===== src/rtl/icc_pkg.sv =====
package icc_pkg;
  typedef struct packed {
    logic n;
    logic z;
    logic v;
    logic c;
  } icc_flags_t;

  typedef enum logic [1:0] {
    BASE_FALSE = 2'd0,
    BASE_EQ    = 2'd1,
    BASE_LE    = 2'd2,
    BASE_LT    = 2'd3
  } icc_base_e;
endpackage


===== src/rtl/icc_addsub.sv =====
module icc_addsub
  import icc_pkg::*;
#(
  parameter int W = 32
) (
  input  logic [W-1:0] a,
  input  logic [W-1:0] b,
  input  logic         sub,
  output logic [W-1:0] res,
  output icc_flags_t   nxt
);
  logic [W:0]   wide;
  logic [W-1:0] b_inv;

  assign b_inv = sub ? ~b : b;
  assign wide  = {1'b0, a} + {1'b0, b_inv} + {{W{1'b0}}, sub};
  assign res   = wide[W-1:0];

  always_comb begin
    nxt.n = res[W-1];
    nxt.z = (res == '0);
    nxt.c = sub ? ~wide[W] : wide[W];
    if (sub)
      nxt.v = (a[W-1] != b[W-1]) && (res[W-1] != a[W-1]);
    else
      nxt.v = (a[W-1] == b[W-1]) && (res[W-1] != a[W-1]);
  end
endmodule


===== src/rtl/icc_flag_reg.sv =====
module icc_flag_reg
  import icc_pkg::*;
(
  input  logic       clk,
  input  logic       rst_n,
  input  logic       load,
  input  icc_flags_t d,
  output icc_flags_t q
);
  always_ff @(posedge clk or negedge rst_n) begin
    if (!rst_n)
      q <= '0;
    else if (load)
      q <= d;
  end
endmodule


===== src/rtl/icc_cond_eval.sv =====
module icc_cond_eval
  import icc_pkg::*;
(
  input  icc_flags_t f,
  input  logic [2:0] cond,
  output logic       taken
);
  logic      base;
  icc_base_e sel;

  assign sel = icc_base_e'(cond[1:0]);

  always_comb begin
    unique case (sel)
      BASE_EQ: base = f.z;
      BASE_LT: base = f.n ^ f.v;
      BASE_LE: base = f.z | (f.n ^ f.v);
      default: base = 1'b0;
    endcase
  end

  assign taken = base ^ cond[2];
endmodule


===== src/rtl/icc_branch_unit.sv =====
module icc_branch_unit
  import icc_pkg::*;
#(
  parameter int W     = 32,
  parameter int IMM_W = 13
) (
  input  logic             clk,
  input  logic             rst_n,
  input  logic             op_valid,
  input  logic             op_sub,
  input  logic             set_cc,
  input  logic             b_is_imm,
  input  logic [W-1:0]     opnd_a,
  input  logic [W-1:0]     opnd_b,
  input  logic [IMM_W-1:0] imm13,
  input  logic [2:0]       cond_sel,
  output logic [W-1:0]     result,
  output logic [3:0]       flags,
  output logic             taken
);
  localparam int EXT_W = W - IMM_W;

  logic [W-1:0] imm_ext;
  logic [W-1:0] b_sel;
  icc_flags_t   f_nxt;
  icc_flags_t   f_q;

  generate
    if (EXT_W > 0) begin : g_ext
      assign imm_ext = {{EXT_W{imm13[IMM_W-1]}}, imm13};
    end else begin : g_trunc
      assign imm_ext = imm13[W-1:0];
    end
  endgenerate

  assign b_sel = b_is_imm ? imm_ext : opnd_b;

  icc_addsub #(.W(W)) u_addsub (
    .a   (opnd_a),
    .b   (b_sel),
    .sub (op_sub),
    .res (result),
    .nxt (f_nxt)
  );

  icc_flag_reg u_flags (
    .clk   (clk),
    .rst_n (rst_n),
    .load  (op_valid && set_cc),
    .d     (f_nxt),
    .q     (f_q)
  );

  icc_cond_eval u_cond (
    .f     (f_q),
    .cond  (cond_sel),
    .taken (taken)
  );

  assign flags = f_q;
endmodule


===== config.mk =====
export PLATFORM = sky130hd
export DESIGN_NAME = icc_branch_unit
export DESIGN_NICKNAME = d
export VERILOG_FILES = /design/src/rtl/icc_pkg.sv /design/src/rtl/icc_addsub.sv /design/src/rtl/icc_flag_reg.sv /design/src/rtl/icc_cond_eval.sv /design/src/rtl/icc_branch_unit.sv
export SDC_FILE = /design/constraint.sdc
export NUM_CORES = 1
export LEC_CHECK = 0
export BUFFER_PORTS_ARGS = -buffer_cell sky130_fd_sc_hd__buf_2
export CAP_MARGIN = 20
export CORE_AREA = 2 2 84 86
export CTS_CLUSTER_SIZE = 24
export DETAILED_ROUTE_END_ITERATION = 8
export DIE_AREA = 0 0 86 88
export GPL_ROUTABILITY_DRIVEN = 0
export GPL_TIMING_DRIVEN = 0
export PLACE_DENSITY = 0.83
export SLEW_MARGIN = 5
export SYNTH_ARGS = -nofsm -noshare
export SYNTH_HDL_FRONTEND = slang
export SYNTH_SLANG_ARGS = --single-unit

===== constraint.sdc =====
create_clock -name clk -period 4.29 [get_ports clk]
set_clock_uncertainty 0.05 [all_clocks]
set_input_delay 0.429 -clock clk [delete_from_list [all_inputs] [get_ports clk]]
set_output_delay 0.429 -clock clk [all_outputs]
set_load 0.02 [all_outputs]

==> reports/results.ini <==
[power_and_ir_drop]
ir_drop_uv = 174
power_density_nw_per_um2 = 325
power.leakage_nw = 1.84

[timing]
slew_violations = 0
period_minus_slack_ns = 4.15
post-route-period-util = 0.967
slew_headroom = 0.654
fin_tns_setup_ns = 0
hold_viol = 0
max_freq_ghz = 0.241
layout_setup_ws_ns = 0.143
setup_violations = 0
rsz0062_at_grt = false
worst_slew_pin_slew_ns = 0.513

[detailed_routing]
dr.pass1.iters = 5
drt_iter0_drc = 165
wl_per_cell_um = 15.5
drc_errors = 0
num_vias = 3634
vias_per_cell = 5.93
routed_wl_um = 9470
drtAntennaViolNets = 0

[layout]
fin_area_um2 = 3940
top_register = u_flags.q
largest_reg_flops = 4
areaGrowthSynthToFinish_pct = 34.9
top_regs = u_flags.q: 4 flops
regArea_um2 = 100
fill_cells = 615
layout.nets = 655
diodes = 0
layout-drive-gt1-share = 0.336
multi_input_area_um2 = 2860

[synth]
syn_area_um2 = 2920
synth_warnings = 0
synth_cells = 403
synth.largest_area_cell = ha_1
synthTopCellsByArea = ha_1 14%, xnor2_1 13%, a21oi_1 8.0%, mux2i_1 4.8%, and2_1 3.6%
async_flop_share = 1.00
synth_most_common_cell = a21oi_1
ys_types = 65
synth-seq-cells = 4
syn_avg_cell_area_um2 = 7.25
syn_nets = 523
ys.flop_type = dfrtp_1
synth.top_cell.area_share = 0.141
synth-edff-count = 0
synth_seq_area_share = 0.0342
synth_common_cells = 47 x a21oi_1, 42 x xnor2_1, 33 x ha_1

[die]
die_height_um = 88
initial_core_util = 0.440
die_x_um = 86
core_um2 = 6640
io_pins = 123
die_area_um2 = 7570
fp-row-count = 30

[critical_path]
crit_arrival_ns = 3.67
path_common_cell = buf_4
criticalPathCategory = in2out
critPathCaptureType = output pin
worstPathMaxFanout = 11
slowest_stage = or3b_4
critPathLaunchType = input port
worstPathRequired_ns = 3.81
path_cells = buf_6, and2_4, buf_4, a21oi_2, xnor2_1, ha_1, a21o_1, a221oi_2, or3b_4, o21a_1, o31ai_4, nand3_2, o311ai_4, buf_4, buf_2
cpPeakStageDelay_ns = 0.44

[global_route]
grt-busiest-layer = met2
grt_pass1_vias = 3434
grt_start_max_net_pins = 12
grtUsageMet1 = 0.291
antenna_found_initial = 0
grt_pass1_wl_um = 14900
gr-usage-met3 = 0.0160
use_met2 = 0.439
grt_overflow = 0
grt_use_total = 0.235

[placed_design]
preCtsSetupSlack_ns = -0.764
port_buffers = 120
dp.final_hpwl_um = 7690
post_dp_cell_area_um2 = 3630

[clocking]
h-tree-depth = 1
cts.sinks = 4
clock-root-buffer = clkbuf_8
clock_latency_ns = 0.21
cts.clk_slew.worst_paths_ns = 0.03
cts_buffer_depth = 2
tritoncts = yes
numCtsBuffers = 3

[min_path]
worstHoldPathType = reg2reg

[job]
cap_violations = 0

[run_status]
status = finished, final reports clean

==> critical path, delay by kind of cell <==
family | cells | cell delay [ns]
adder cells (fa/ha/maj) | 1 | 0.31
AO/OA/AOI/OAI | 6 | 1.27
buffers and inverters | 4 | 0.64
XOR/XNOR | 1 | 0.20
AND/OR/NAND/NOR | 3 | 0.82
==> metrics by stage <==
stage	total power, W	hold WS, ns	cells	util
final	0.00128	0.455	613	0.593
after global routing	0.00138	0.462	613	0.593
after CTS	0.00121	0.451	609	0.567
after detailed placement	0.00110	0.185	603	0.546
after global placement	0.00108	0.184	603	0.546
after floorplan	0.000810	0.0834	403	-
==> path summary, 6_finish.rpt <==
check                             startpoint            to  slack (ns)  depth (start not counted)
worst max-delay path                b_is_imm    result[31]        0.14                         15
worst min-delay path            u_flags.q[0]  u_flags.q[0]        0.45                          2
worst max register to register  u_flags.q[3]  u_flags.q[3]        3.47                          1
worst min register to register  u_flags.q[0]  u_flags.q[0]        0.45                          2
max in group asynchronous              rst_n  u_flags.q[3]        3.56                          2
min in group asynchronous              rst_n  u_flags.q[0]        0.51                          2
==> power breakdown <==
| group | switching [W] | internal (W) |
|---|---|---|
| logic | 0.000694 | 0.000454 |
| clock network | 0.0000196 | 0.0000598 |
| registers | 0.00000697 | 0.0000468 |
| total | 0.000720 | 0.000561 |
==> metal layers <==
metal / part of all wire / wire (um)
met5: 0 / 0
met4: 0.019 / 181
met3: 0.061 / 576
met2: 0.49 / 4640
met1: 0.43 / 4070
==> placed cells by master, fill, tap and decap left out, types with 9 or more instances in the layout <==
cell	count
a21o_1	12
a21oi_1	41
and2_1	16
buf_2	120
buf_4	12
ha_1	32
inv_1	14
mux2i_1	12
nand2_1	24
nor2_1	26
o21a_1	9
o21ai_0	16
xnor2_1	42
xor2_1	11
==> logic make-up after synthesis <==
logic type      count (synthesis)  share of synthesized area
compound gates                141                      0.324
simple gates                  121                      0.221
xor+xnor                       53                      0.159
fa+ha+maj                      34                      0.148
buf+inv                        32                     0.0449
mux                            18                     0.0685
flops                           4                     0.0342
==> timing repair <==
action | 4_1_cts | 5_1_grt
pin swaps | 3 | 12
hold buffers | 1 | 0
resized for setup | 19 | 34
endpoints found under the hold margin | 4 | 0
setup buffers | 4 | 5
setup endpoints to repair | 14 | 8
==> area by class of cell <==
cell class | instances | area share
clock buffers | 3 | 0.0105
multi-input cells | 367 | 0.726
plain buffers | 14 | 0.0254
repair buffers | 130 | 0.172
inverters | 15 | 0.0152
well taps | 80 | 0.0254
flip-flops and latches | 4 | 0.0254
Note: power is estimated with default switching activity, not from simulation.
